[src/rtl/yarb_pkg.sv]
package yarb_pkg;
  // Source code on out_src that names the local (primary) stream.
  localparam int unsigned SRC_PRIMARY = 0;

  // Bits needed to hold a count from 0 up to and including lim.
  function automatic int unsigned cnt_bits(input int unsigned lim);
    return (lim < 2) ? 1 : $clog2(lim + 1);
  endfunction
endpackage

[src/rtl/yarb_fifo.sv]
module yarb_fifo #(
  parameter int DW    = 16,
  parameter int DEPTH = 4
) (
  input  logic          clk,
  input  logic          rst_n,
  input  logic          push,
  input  logic [DW-1:0] push_data,
  input  logic          push_last,
  input  logic          pop,
  output logic [DW-1:0] head_data,
  output logic          head_last,
  output logic          full,
  output logic          nonempty
);
  localparam int AW = (DEPTH > 1) ? $clog2(DEPTH) : 1;
  localparam int CW = yarb_pkg::cnt_bits(DEPTH);

  logic [DW-1:0] mem_d [DEPTH];
  logic          mem_l [DEPTH];
  logic [AW-1:0] wr_ptr, rd_ptr;
  logic [CW-1:0] fill;
  logic          do_push, do_pop;

  assign full      = (fill == CW'(DEPTH));
  assign nonempty  = (fill != '0);
  assign do_push   = push && !full;
  assign do_pop    = pop && nonempty;
  assign head_data = mem_d[rd_ptr];
  assign head_last = mem_l[rd_ptr];

  always_ff @(posedge clk) begin
    if (do_push) begin
      mem_d[wr_ptr] <= push_data;
      mem_l[wr_ptr] <= push_last;
    end
  end

  always_ff @(posedge clk) begin
    if (!rst_n) begin
      wr_ptr <= '0;
      rd_ptr <= '0;
      fill   <= '0;
    end else begin
      if (do_push) wr_ptr <= (wr_ptr == AW'(DEPTH - 1)) ? '0 : wr_ptr + 1'b1;
      if (do_pop)  rd_ptr <= (rd_ptr == AW'(DEPTH - 1)) ? '0 : rd_ptr + 1'b1;
      case ({do_push, do_pop})
        2'b10:   fill <= fill + 1'b1;
        2'b01:   fill <= fill - 1'b1;
        default: fill <= fill;
      endcase
    end
  end
endmodule

[src/rtl/yarb_wait.sv]
module yarb_wait #(
  parameter int THRESH = 16
) (
  input  logic clk,
  input  logic rst_n,
  input  logic waiting,
  input  logic served,
  output logic sat
);
  localparam int WW = yarb_pkg::cnt_bits(THRESH);

  logic [WW-1:0] cnt;

  assign sat = (cnt == WW'(THRESH));

  always_ff @(posedge clk) begin
    if (!rst_n)                cnt <= '0;
    else if (served)           cnt <= '0;
    else if (waiting && !sat)  cnt <= cnt + 1'b1;
  end
endmodule

[src/rtl/yarb_pick.sv]
module yarb_pick #(
  parameter int N_BYP = 3,
  parameter int SW    = 2,
  parameter int IW    = 2
) (
  input  logic [N_BYP-1:0] ne,
  input  logic             prim_valid,
  input  logic             hold,
  input  logic [SW-1:0]    hold_src,
  input  logic             pend,
  input  logic [IW-1:0]    ysrc,
  input  logic [IW-1:0]    rr_ptr,
  output logic [SW-1:0]    sel
);
  logic [SW-1:0] rr_sel;
  logic [IW-1:0] idx;
  logic          found;

  // Rotating search that starts at the lane after rr_ptr.
  always_comb begin
    rr_sel = SW'(yarb_pkg::SRC_PRIMARY);
    found  = 1'b0;
    idx    = rr_ptr;
    for (int k = 0; k < N_BYP; k++) begin
      idx = (idx == IW'(N_BYP - 1)) ? '0 : idx + 1'b1;
      if (!found && ne[idx]) begin
        found  = 1'b1;
        rr_sel = SW'(idx) + SW'(1);
      end
    end
  end

  always_comb begin
    if (hold)                  sel = hold_src;
    else if (pend && ne[ysrc]) sel = SW'(ysrc) + SW'(1);
    else if (prim_valid)       sel = SW'(yarb_pkg::SRC_PRIMARY);
    else                       sel = rr_sel;
  end
endmodule

[src/rtl/byp_yield_arb.sv]
module byp_yield_arb #(
  parameter int N_BYP  = 3,
  parameter int DW     = 16,
  parameter int DEPTH  = 4,
  parameter int THRESH = 16,
  parameter int SW     = $clog2(N_BYP + 1),
  parameter int IW     = (N_BYP > 1) ? $clog2(N_BYP) : 1
) (
  input  logic                clk,
  input  logic                rst_n,
  input  logic                prim_valid,
  output logic                prim_ready,
  input  logic [DW-1:0]       prim_data,
  input  logic                prim_last,
  input  logic [N_BYP-1:0]    np_valid,
  output logic [N_BYP-1:0]    np_ready,
  input  logic [N_BYP*DW-1:0] np_data,
  input  logic [N_BYP-1:0]    np_last,
  output logic                out_valid,
  input  logic                out_ready,
  output logic [DW-1:0]       out_data,
  output logic                out_last,
  output logic [SW-1:0]       out_src,
  output logic                ctrl_valid,
  output logic [IW-1:0]       ctrl_dst
);
  logic [N_BYP-1:0] ne, full, sat, pop;
  logic [DW-1:0]    hd [N_BYP];
  logic [N_BYP-1:0] hl;
  logic [SW-1:0]    sel, lock_src;
  logic             in_pkt_q, held_q, pend_q;
  logic [IW-1:0]    ysrc_q, rr_q, trig_idx;
  logic             trig, xfer, head_xfer;

  genvar g;
  generate
    for (g = 0; g < N_BYP; g++) begin : g_lane
      yarb_fifo #(.DW(DW), .DEPTH(DEPTH)) u_fifo (
        .clk(clk), .rst_n(rst_n),
        .push(np_valid[g]), .push_data(np_data[g*DW +: DW]), .push_last(np_last[g]),
        .pop(pop[g]), .head_data(hd[g]), .head_last(hl[g]),
        .full(full[g]), .nonempty(ne[g])
      );
      yarb_wait #(.THRESH(THRESH)) u_wait (
        .clk(clk), .rst_n(rst_n),
        .waiting(ne[g] && (sel != SW'(g + 1))),
        .served(xfer && (sel == SW'(g + 1))),
        .sat(sat[g])
      );
      assign pop[g] = out_ready && (sel == SW'(g + 1));
    end
  endgenerate

  yarb_pick #(.N_BYP(N_BYP), .SW(SW), .IW(IW)) u_pick (
    .ne(ne), .prim_valid(prim_valid),
    .hold(in_pkt_q || held_q), .hold_src(lock_src),
    .pend(pend_q), .ysrc(ysrc_q), .rr_ptr(rr_q), .sel(sel)
  );

  // Output multiplexer: primary by default, a lane head when selected.
  always_comb begin
    out_valid = prim_valid;
    out_data  = prim_data;
    out_last  = prim_last;
    for (int i = 0; i < N_BYP; i++) begin
      if (sel == SW'(i + 1)) begin
        out_valid = ne[i];
        out_data  = hd[i];
        out_last  = hl[i];
      end
    end
  end

  assign out_src    = sel;
  assign np_ready   = ~full;
  assign prim_ready = out_ready && (sel == SW'(yarb_pkg::SRC_PRIMARY));
  assign xfer       = out_valid && out_ready;
  assign head_xfer  = xfer && !in_pkt_q;

  // Lowest-indexed saturated lane raises the next control packet.
  always_comb begin
    trig     = 1'b0;
    trig_idx = '0;
    for (int i = N_BYP - 1; i >= 0; i--) begin
      if (sat[i]) begin
        trig     = 1'b1;
        trig_idx = IW'(i);
      end
    end
  end

  always_ff @(posedge clk) begin
    if (!rst_n) begin
      in_pkt_q   <= 1'b0;
      held_q     <= 1'b0;
      lock_src   <= '0;
      pend_q     <= 1'b0;
      ysrc_q     <= '0;
      rr_q       <= IW'(N_BYP - 1);
      ctrl_valid <= 1'b0;
      ctrl_dst   <= '0;
    end else begin
      lock_src <= sel;
      if (xfer) begin
        in_pkt_q <= !out_last;
        held_q   <= 1'b0;
      end else if (out_valid) begin
        held_q   <= 1'b1;
      end
      if (head_xfer && (sel != SW'(yarb_pkg::SRC_PRIMARY)))
        rr_q <= IW'(sel - SW'(1));
      if (pend_q && head_xfer && (sel == SW'(ysrc_q) + SW'(1))) begin
        pend_q <= 1'b0;
      end else if (!pend_q && trig) begin
        pend_q <= 1'b1;
        ysrc_q <= trig_idx;
      end
      ctrl_valid <= !pend_q && trig;
      ctrl_dst   <= trig_idx;
    end
  end
endmodule

[config.mk]
export PLATFORM = sky130hd
export DESIGN_NAME = byp_yield_arb
export DESIGN_NICKNAME = d
export VERILOG_FILES = /design/src/rtl/yarb_pkg.sv /design/src/rtl/yarb_fifo.sv /design/src/rtl/yarb_wait.sv /design/src/rtl/yarb_pick.sv /design/src/rtl/byp_yield_arb.sv
export SDC_FILE = /design/constraint.sdc
export NUM_CORES = 1
export LEC_CHECK = 0
export BUFFER_PORTS_ARGS = -buffer_cell sky130_fd_sc_hd__buf_2
export CORE_MARGIN = 5
export CORE_UTILIZATION = 60
export CTS_CLUSTER_SIZE = 40
export DETAILED_ROUTE_END_ITERATION = 10
export GPL_TIMING_DRIVEN = 0
export PLACE_DENSITY = 0.84
export REMOVE_ABC_BUFFERS = 1
export SYNTH_ARGS = -nofsm -noshare
export SYNTH_HDL_FRONTEND = slang
export SYNTH_HIERARCHICAL = 1
export SYNTH_SLANG_ARGS = --single-unit
[constraint.sdc]
create_clock -name clk -period 6.8 [get_ports clk]
set_input_delay 0.34 -clock clk [delete_from_list [all_inputs] [get_ports clk]]
set_output_delay 0.34 -clock clk [all_outputs]
set_load 0.03 [all_outputs]
==> results.json, run 1 <==
{
  "grt_overflow": 0,
  "yosysTopAreaCell": "edfxtp_1",
  "clockBufferDepth": 3,
  "worst_pin_slew_ns": 1.28,
  "p_total_mw": 4.13,
  "power_density_nw_per_um2": 323,
  "synthArstFlopShare": 0,
  "p_int_mw": 2.94,
  "startpoint": "g_lane[2].u_fifo/fill[0]",
  "htreeDepth": 1,
  "first_pass_iters": 5,
  "yosysMostFrequentCell": "edfxtp_1",
  "layout.cells.non_filler": 1093,
  "synth_cell_type_count": 60,
  "critPathMostFrequentCell": "mux2i_1",
  "numCtsBuffers": 26,
  "worstPathCellList": "or3_1 > mux2i_1 > o21a_1 > nand2b_1 > o311ai_1 > ha_1 > mux2i_1 > nor2_1 > a21oi_1 > o21ai_1 > buf_2",
  "nets": 946,
  "skew_ns": 0.0208,
  "cts_tree": "yes",
  "rsz0062_at_grt": "no",
  "grt_pass1_vias": 6442,
  "r2r_cells": 15,
  "critPathLaunchType": "flop",
  "rr_endpoint": "g_lane[0].u_fifo/fill[2]",
  "crit_family": "compound AO/OA/AOI/OAI gates",
  "clkPwrFrac": 0.339,
  "core_area_um2": 18500,
  "routed_via_density": 5.84,
  "vdd_drop_max_uv": 295,
  "tns_ns": 0,
  "worstPathArrival_ns": 4.76,
  "die_w_um": 147,
  "sw_frac_of_total": 0.288,
  "syn_area_per_cell_um2": 15.5,
  "critical_path_buf_inv_count": 1,
  "status": "finished, final reports clean",
  "port_buffers": 101,
  "slew_headroom": 0.143,
  "p_leak_nw": 4.61,
  "setup_viol": 0,
  "crit_type": "reg2out",
  "synth_edf_count": 204,
  "min_period_ns": 5.10,
  "grt_max_degree": 51,
  "yosysWarnings": 6,
  "clk_root_buffer_cell": "clkbuf_16",
  "max_cap_violations": 0,
  "drc": 0,
  "insertion_delay_ns": 0.54,
  "setup_ws_ns": 1.70,
  "worstSetupEndpointType": "output port",
  "n_fill_cell": 1196,
  "path_clk_slew_ns": 0.06,
  "yosysTopAreaCellShare": 0.547,
  "ys_ff_latch": 258,
  "vias": 6379,
  "pre_cts_slack_ns": 1.97,
  "dieArea_um2": 21500,
  "worstHoldPathType": "in2reg",
  "pwr-share-comb": 0.208,
  "cpMaxStageDelayCell": "ha_1",
  "rrSetupSlack_ns": 1.92,
  "io_pins": 102,
  "numPlacedInstances": 1031,
  "synthTopCellsByArea": "edfxtp_1, dfxtp_1, mux4_2",
  "p_seq_frac": 0.452,
  "crit_cells": 11,
  "detail_route.wl_per_cell_um": 20.7,
  "endpoint": "out_data[8]",
  "drive_above_1_share": 0.216,
  "chipHeight_um": 147,
  "path_max_fanout": 21,
  "final_cell_area_um2": 12800,
  "rows": 50,
  "drtIter0Drc": 377,
  "wl_um": 22600,
  "area_growth_pct": 14.3,
  "ant_nets": 0,
  "reg2reg_from": "g_lane[2].u_fifo/fill[0]",
  "ys.flop_type": "edfxtp_1",
  "yosys-top-cells-count": "edfxtp_1, nand2_1, dfxtp_1",
  "crit_path_max_incr_delay_ns": 1.14,
  "syn_inst": 725,
  "grt_pass1_wl_um": 35400,
  "clock-sinks": 258,
  "ys_seq_area_frac": 0.643,
  "p_switching_mw": 1.19,
  "gp_congestion": 0.807,
  "antenna_found_initial": 3,
  "hpwl_um": 13900,
  "fmax_mhz": 196,
  "slew_violations": 0,
  "initial_utilization": 0.605,
  "hold_path_depth": 1,
  "dpl-instance-area_um2": 11800,
  "synth_area_um2": 11200,
  "period_share": 0.749,
  "track_usage": 0.212,
  "required_ns": 6.46,
  "hold_viol_final": 0
}
==> cells by family (layout without fill, tap and decap cells) <==
| kind of cell | after synthesis | count (layout) | synth area share |
|---|---|---|---|
| flip-flops | 258 | 258 | 0.643 |
| AO/OA/AOI/OAI | 81 | 81 | 0.0460 |
| XOR/XNOR | 17 | 17 | 0.0133 |
| AND/OR/NAND/NOR | 182 | 182 | 0.0885 |
| other | 0 | 1 | 0 |
| multiplexers | 84 | 84 | 0.140 |
| buffers and inverters | 71 | 204 | 0.0317 |
| adder cells (fa/ha/maj) | 32 | 32 | 0.0377 |
==> worst reg2reg max path, cell delays in order, from the launching register on <==
cell and delay (ns):
dfxtp_1 0.42, or3_1 0.34, mux2i_1 0.14, o21a_1 0.21
nand2b_1 0.17, o311ai_1 0.71, ha_1 1.14, and2_1 0.25
o31ai_1 0.14, inv_1 0.08, ha_1 0.17, inv_1 0.06
fa_1 0.37, xor2_1 0.16, or3_1 0.30, a21boi_0 0.16
==> worst min-delay path by stage <==
stage,startpoint,endpoint
after global placement,held_q,held_q
after detailed placement,held_q,held_q
after CTS,np_data[37],g_lane[2].u_fifo/mem_d[1][5]
final,np_data[30],g_lane[1].u_fifo/mem_d[3][14]
after global routing,np_data[8],g_lane[0].u_fifo/mem_d[0][8]
after floorplan,np_data[0],g_lane[0].u_fifo/mem_d[0][0]
==> power groups by stage <==
stage	Combinational [mW]	Sequential (mW)	Clock (mW)
2_1_floorplan	0.594	1.88	0
3_3_place_gp	0.831	1.89	0
3_5_place_dp	0.849	1.90	0
4_1_cts	0.866	1.87	1.43
5_1_grt	0.933	1.88	1.51
6_report	0.860	1.87	1.40
==> sequential cells by signal, indices dropped and copies added, names as in the netlist, named ones only <==
register / count
ctrl_dst: 2
ctrl_valid: 1
g_lane.u_fifo/fill: 9
g_lane.u_fifo/mem_d: 192
g_lane.u_fifo/mem_l: 12
g_lane.u_fifo/rd_ptr: 6
g_lane.u_fifo/wr_ptr: 6
g_lane.u_wait/cnt: 15
held_q: 1
in_pkt_q: 1
lock_src: 2
pend_q: 1
rr_q: 2
ysrc_q: 2
==> cells in the final DEF (no fill, tap or decap), types with 3 or more instances in the layout <==
master         count
a21boi_0           3
a21boi_1           3
a21boi_2           3
a21o_1             3
a21oi_1           17
and2_1            28
and3_1             3
buf_2            101
bufinv_16          3
clkbuf_1           5
clkbuf_16         26
clkinv_1           7
dfxtp_1           54
dlygate4sd3_1     14
edfxtp_1         204
fa_1               3
ha_1              27
inv_1             42
mux2i_1           30
mux4_1            21
mux4_2            30
nand2_1           62
nand2b_1           5
nand3_1           10
nand4_1            6
nand4bb_4          3
nor2_1            36
nor2b_1           10
nor3b_2            4
o21ai_0           14
o21ai_1           18
o31ai_1            3
or3_1              6
xnor2_1            8
xor2_1             9
==> what timing repair did <==
| action | 4_1_cts | 5_1_grt |
|---|---|---|
| gates resized for setup | 0 | 0 |
| hold buffers | 14 | 0 |
| buffers inserted | 0 | 0 |
| endpoints found under the hold margin | 47 | 0 |
==> stage by stage <==
step           hold WS, ns  utilization
2_1_floorplan        0.439            -
3_3_place_gp         0.477        0.638
3_5_place_dp         0.489        0.638
4_1_cts            0.00183        0.692
5_1_grt            0.00868        0.692
6_report            0.0243        0.692
==> cell type report <==
| cell class | count | area (µm²) | area share |
|---|---|---|---|
| flip-flops and latches | 258 | 7210 | 0.563 |
| multi-input cells | 396 | 3650 | 0.285 |
| clock buffers | 32 | 683 | 0.0533 |
| repair buffers | 115 | 646 | 0.0504 |
| well taps | 234 | 293 | 0.0229 |
| clock inverters | 15 | 173 | 0.0135 |
| inverters | 42 | 158 | 0.0123 |
| diodes | 1 | 2.50 | 0.000195 |
==> routing by layer <==
metal	up-vias	share of wire	GRT usage	wire, µm
met5	-	0.00040	0	9
met4	2	0.034	0.0649	759
met3	52	0.052	0.0391	1190
met2	173	0.51	0.367	11500
met1	3185	0.40	0.274	9160
li1	2967	-	-	-
(Power assumes the default switching activity.)
==> run 2, diff against run 1 <==
--- a/config.mk
+++ b/config.mk
@@ -7,11 +7,11 @@
 export LEC_CHECK = 0
 export BUFFER_PORTS_ARGS = -buffer_cell sky130_fd_sc_hd__buf_2
 export CORE_MARGIN = 5
-export CORE_UTILIZATION = 60
+export CORE_UTILIZATION = 59
 export CTS_CLUSTER_SIZE = 40
 export DETAILED_ROUTE_END_ITERATION = 10
 export GPL_TIMING_DRIVEN = 0
-export PLACE_DENSITY = 0.84
+export PLACE_DENSITY = 0.83
 export REMOVE_ABC_BUFFERS = 1
 export SYNTH_ARGS = -nofsm -noshare
 export SYNTH_HDL_FRONTEND = slang
==> constraint.sdc (replaced) <==
create_clock -name clk -period 4.9 [get_ports clk]
set_input_delay 0.245 -clock clk [delete_from_list [all_inputs] [get_ports clk]]
set_output_delay 0.245 -clock clk [all_outputs]
set_load 0.03 [all_outputs]
==> results.json, run 2 (same netlist as run 1, synthesis figures left out) <==
{
  "worstSetupEndpointType": "flop",
  "detail_route.wl_per_cell_um": 21.2,
  "worstPathArrival_ns": 5.01,
  "skew_ns": 0.0285,
  "worst_hold_slack_ns": 0.214,
  "regMostFlops": "g_lane.u_fifo/mem_d",
  "grt_pass1_wl_um": 37600,
  "required_ns": 5.35,
  "rsz0062_at_grt": "yes",
  "grt_max_degree": 51,
  "dieArea_um2": 21900,
  "final_cell_area_um2": 13200,
  "grt_pass1_vias": 6868,
  "core_area_um2": 18700,
  "area_growth_pct": 18.0,
  "wl_um": 24000,
  "vias": 6521,
  "port_buffers": 101,
  "ant_nets": 0,
  "first_pass_iters": 5,
  "gp_congestion": 0.833,
  "slew_headroom": 0.238,
  "numPlacedInstances": 1031,
  "worstHoldPathType": "in2reg",
  "largest_reg_flops": 192,
  "hpwl_um": 14500,
  "insertion_delay_ns": 0.55,
  "grt_overflow": 0,
  "crit_type": "reg2reg",
  "clockBufferDepth": 3,
  "rows": 50,
  "power_density_nw_per_um2": 444,
  "slew_violations": 0,
  "hold_viol_final": 0,
  "critPathLaunchType": "flop",
  "htreeDepth": 1,
  "n_fill_cell": 1119,
  "fmax_mhz": 219,
  "clk_root_buffer_cell": "clkbuf_16",
  "mostFrequentLayoutCell": "edfxtp_1",
  "drtIter0Drc": 467,
  "io_pins": 102,
  "layout.cells.non_filler": 1130,
  "p_leak_nw": 4.78,
  "routed_via_density": 5.77,
  "setup_viol": 0,
  "mostFrequentLayoutCells": "edfxtp_1, buf_2, nand2_1",
  "clock-sinks": 258,
  "dpl-instance-area_um2": 11800,
  "nets": 984,
  "drc": 0,
  "initial_utilization": 0.599,
  "min_period_ns": 4.56,
  "chipHeight_um": 148,
  "status": "finished, final reports clean",
  "path_clk_slew_ns": 0.06,
  "top_regs": "g_lane.u_fifo/mem_d (192), g_lane.u_wait/cnt (15), g_lane.u_fifo/mem_l (12)",
  "antenna_found_initial": 1,
  "path_max_fanout": 43,
  "numCtsBuffers": 27,
  "track_usage": 0.223,
  "die_w_um": 148,
  "cts_tree": "yes",
  "final_util": 0.707,
  "postCtsSetupBuffers": 0,
  "drive_above_1_share": 0.212,
  "vdd_drop_max_uv": 479,
  "tns_ns": 0,
  "max_cap_violations": 0,
  "period_share": 0.930,
  "worst_pin_slew_ns": 1.14
}
-- run 2: changes by cell type in the layout (fill, tap and decap cells not counted) --
cell and delta:
bufinv_16 +1, dlygate4sd3_1 +37, ha_1 -1, clkinv_4 +2, clkbuf_16 +1, ha_2 +1
inv_16 +1, clkbuf_8 -1, clkinv_1 -5, clkinv_2 +1, clkinv_16 -1, clkbuf_1 +1
-- run 2: power by group --
part / internal, mW / switching (mW) / leakage [nW]
registers: 2.51 / 0.0853 / 2.31
logic: 0.442 / 0.781 / 2.04
clock network: 1.23 / 0.823 / 0.434
-- run 2: layout make-up --
| cell class | count | area [µm²] | share of cell area |
|---|---|---|---|
| inverters | 42 | 158 | 0.0119 |
| well taps | 234 | 293 | 0.0221 |
| flip-flops and latches | 258 | 7210 | 0.545 |
| repair buffers | 152 | 1020 | 0.0768 |
| clock inverters | 14 | 196 | 0.0149 |
| diodes | 1 | 2.50 | 0.000189 |
| clock buffers | 33 | 698 | 0.0528 |
| multi-input cells | 396 | 3650 | 0.276 |
-- run 2: timing repair --
item | in CTS | in global routing
gates resized for setup | 1 | 0
pin swaps | 0 | 0
hold buffers | 51 | 0
endpoints found under the setup margin | 4 | 1
hold endpoints to repair | 204 | 0
-- run 2: final timing paths --
check	start	endpoint	slack (ns)	cells past startpoint
hold / removal	np_valid[1]	g_lane[1].u_fifo/wr_ptr[1]	0.21	3
hold reg to reg	g_lane[0].u_wait/cnt[1]	g_lane[0].u_wait/cnt[1]	0.50	2
setup reg to reg	g_lane[2].u_fifo/fill[0]	g_lane[2].u_fifo/fill[2]	0.34	15
setup / recovery	g_lane[2].u_fifo/fill[0]	g_lane[2].u_fifo/fill[2]	0.34	15
-- run 2: routing by layer --
metal	global-route usage	routed length, µm	vias up
li1	-	-	3034
met1	0.294	9620	3175
met2	0.385	12100	264
met3	0.0420	1670	48
met4	0.0582	590	0
met5	0	0	-
-- run 2: worst max-delay path, stage by stage, from the launching register on --
cell and delay [ns]:
dfxtp_1 0.42, or3_1 0.33, mux2i_1 0.12, o21a_1 0.21
nand2b_1 0.16, o311ai_1 0.66, ha_2 0.90, and2_1 0.23
o31ai_1 0.12, inv_1 0.09, ha_1 0.18, inv_1 0.06
fa_1 0.37, xor2_1 0.16, or3_1 0.30, a21boi_0 0.16
-- run 2: stage by stage --
| stage | worst slack [ns] | power (mW) |
|---|---|---|
| floorplan | 0.155 | 3.43 |
| global placement | -0.108 | 3.78 |
| detailed placement | 0.0525 | 3.81 |
| CTS | 0.0182 | 5.89 |
| global route | -0.00521 | 6.12 |
| finish | 0.344 | 5.87 |
==> run 3, diff against run 2 <==
--- a/config.mk
+++ b/config.mk
@@ -8,7 +8,7 @@
 export BUFFER_PORTS_ARGS = -buffer_cell sky130_fd_sc_hd__buf_2
 export CORE_MARGIN = 5
 export CORE_UTILIZATION = 59
-export CTS_CLUSTER_SIZE = 40
+export CTS_CLUSTER_SIZE = 14
 export DETAILED_ROUTE_END_ITERATION = 10
 export GPL_TIMING_DRIVEN = 0
 export PLACE_DENSITY = 0.83
==> constraint.sdc (replaced) <==
create_clock -name clk -period 4.9 [get_ports clk]
set_input_delay 0.49 -clock clk [delete_from_list [all_inputs] [get_ports clk]]
set_output_delay 0.49 -clock clk [all_outputs]
set_load 0.03 [all_outputs]
==> results.json, run 3 (same netlist as run 1, synthesis figures left out) <==
{
  "use_met2": 0.353,
  "grt_pass1_vias": 6554,
  "insertion_delay_ns": 0.54,
  "regMostFlops": "g_lane.u_fifo/mem_d",
  "crit_family": "compound AO/OA/AOI/OAI gates",
  "busiest_layer": "met2",
  "slew_headroom": 0.223,
  "p_seq_frac": 0.446,
  "p_total_mw": 5.81,
  "dieArea_um2": 21900,
  "worstSetupEndpointType": "output port",
  "pwr-share-comb": 0.204,
  "worst_hold_slack_ns": 0.156,
  "cpMaxStageDelayCell": "ha_2",
  "die_w_um": 148,
  "worstPathCellList": "or3_1 > mux2_2 > o211ai_1 > o211ai_1 > a31o_1 > inv_1 > ha_2 > mux2i_1 > nor2_1 > a21oi_1 > o21ai_1 > buf_2",
  "antenna_found_initial": 2,
  "path_max_fanout": 21,
  "layout.cells.non_filler": 1081,
  "clkPwrFrac": 0.350,
  "clockBufferDepth": 3,
  "final_cell_area_um2": 12700,
  "numPlacedInstances": 1031,
  "worstHoldPathType": "in2reg",
  "tns_ns": 0,
  "skew_ns": 0.0245,
  "gp_congestion": 0.833,
  "ant_nets": 0,
  "hpwl_um": 14500,
  "critical_path_buf_inv_count": 2,
  "fmax_mhz": 215,
  "dpl-instance-area_um2": 11800,
  "setup_viol": 0,
  "rows": 50,
  "track_usage": 0.206,
  "rsz0062_at_grt": "no",
  "largest_reg_flops": 192,
  "port_buffers": 101,
  "numCtsBuffers": 27,
  "status": "finished, final reports clean",
  "top_regs": "g_lane.u_fifo/mem_d (192), g_lane.u_wait/cnt (15), g_lane.u_fifo/mem_l (12)",
  "postCtsSetupBuffers": 0,
  "p_int_mw": 4.16,
  "grt_util_met1": 0.266,
  "io_pins": 102,
  "min_period_ns": 4.65,
  "nets": 933,
  "worstPathArrival_ns": 4.16,
  "chipHeight_um": 148,
  "cts_tree": "yes",
  "drc": 0,
  "wl_um": 22200,
  "crit_type": "reg2out",
  "initial_utilization": 0.599,
  "routed_via_density": 5.81,
  "period_share": 0.949,
  "first_pass_iters": 5,
  "mostFrequentLayoutCell": "edfxtp_1",
  "clock-sinks": 258,
  "required_ns": 4.41,
  "clk_root_buffer_cell": "clkbuf_16",
  "crit_path_max_incr_delay_ns": 0.63,
  "area_growth_pct": 13.6,
  "vias": 6277,
  "core_area_um2": 18700,
  "drive_above_1_share": 0.227,
  "worst_pin_slew_ns": 1.16,
  "grt_pass1_wl_um": 34900,
  "p_leak_nw": 4.58,
  "critPathLaunchType": "flop",
  "pre_cts_slack_ns": 0.0525,
  "sw_frac_of_total": 0.285,
  "htreeDepth": 1,
  "detail_route.wl_per_cell_um": 20.6,
  "mostFrequentLayoutCells": "edfxtp_1, buf_2, nand2_1",
  "hold_viol_final": 0,
  "grt_max_degree": 51,
  "setup_ws_ns": 0.249,
  "critPathMostFrequentCell": "o211ai_1",
  "grt_overflow": 0,
  "met3_usage": 0.0475,
  "slew_violations": 0,
  "power_density_nw_per_um2": 457,
  "max_cap_violations": 0,
  "path_clk_slew_ns": 0.06,
  "final_util": 0.681,
  "drtIter0Drc": 335,
  "vdd_drop_max_uv": 442,
  "p_switching_mw": 1.66
}
==> run 3: per-layer routing <==
metal  part of all wire  vias to the layer above  wire [µm]
li1                   -                     2931          -
met1               0.40                     3065       8860
met2               0.50                      222      11100
met3              0.072                       55       1590
met4              0.029                        4        644
met5            0.00085                        -         19
==> run 3: final cells by class <==
| class | instances | area (µm²) |
|---|---|---|
| inverter | 42 | 158 |
| clock buffer | 33 | 698 |
| tap | 234 | 293 |
| antenna | 2 | 5.00 |
| clock inverter | 15 | 198 |
| multi-input combinational | 396 | 3670 |
| fill | 1187 | 5970 |
| sequential | 258 | 7210 |
| timing repair buffer | 101 | 505 |
==> run 3: power groups by stage <==
stage                     registers [mW]  clock network, mW  logic (mW)
after floorplan                     2.61                  0       0.825
after global placement              2.63                  0        1.15
after detailed placement            2.64                  0        1.17
after CTS                           2.59               2.08        1.18
after global routing                2.61               2.19        1.29
final                               2.59               2.04        1.18
==> run 3: path summary, 6_finish.rpt <==
check                                         startpoint                      endpoint  slack [ns]  depth (start not counted)
worst min-delay path                         np_data[35]  g_lane[2].u_fifo/mem_d[2][3]        0.16                          1
worst max register to register                   rr_q[0]      g_lane[1].u_fifo/fill[2]        0.47                         17
worst min register to register   g_lane[0].u_wait/cnt[1]       g_lane[0].u_wait/cnt[1]        0.50                          2
worst max-delay path            g_lane[2].u_fifo/fill[1]                   out_data[7]        0.25                         12
==> run 3: repair_timing <==
action / in CTS / in global routing
setup endpoints to repair: 18 / 16
gates cloned: 0 / 0
gates resized for setup: 2 / 2
hold buffers: 0 / 0
==> run 3: worst register-to-register path: stages (launching register included) <==
cell	delay (ns)
dfxtp_1	0.38
nor2_1	0.21
inv_1	0.07
ha_1	0.24
nand2b_1	0.15
o32a_1	0.29
o211ai_1	0.18
a31o_1	0.36
ha_2	0.77
and2_1	0.25
o31ai_1	0.15
inv_1	0.09
ha_1	0.17
inv_1	0.06
fa_1	0.37
xor2_1	0.15
or3_1	0.30
a21boi_0	0.16
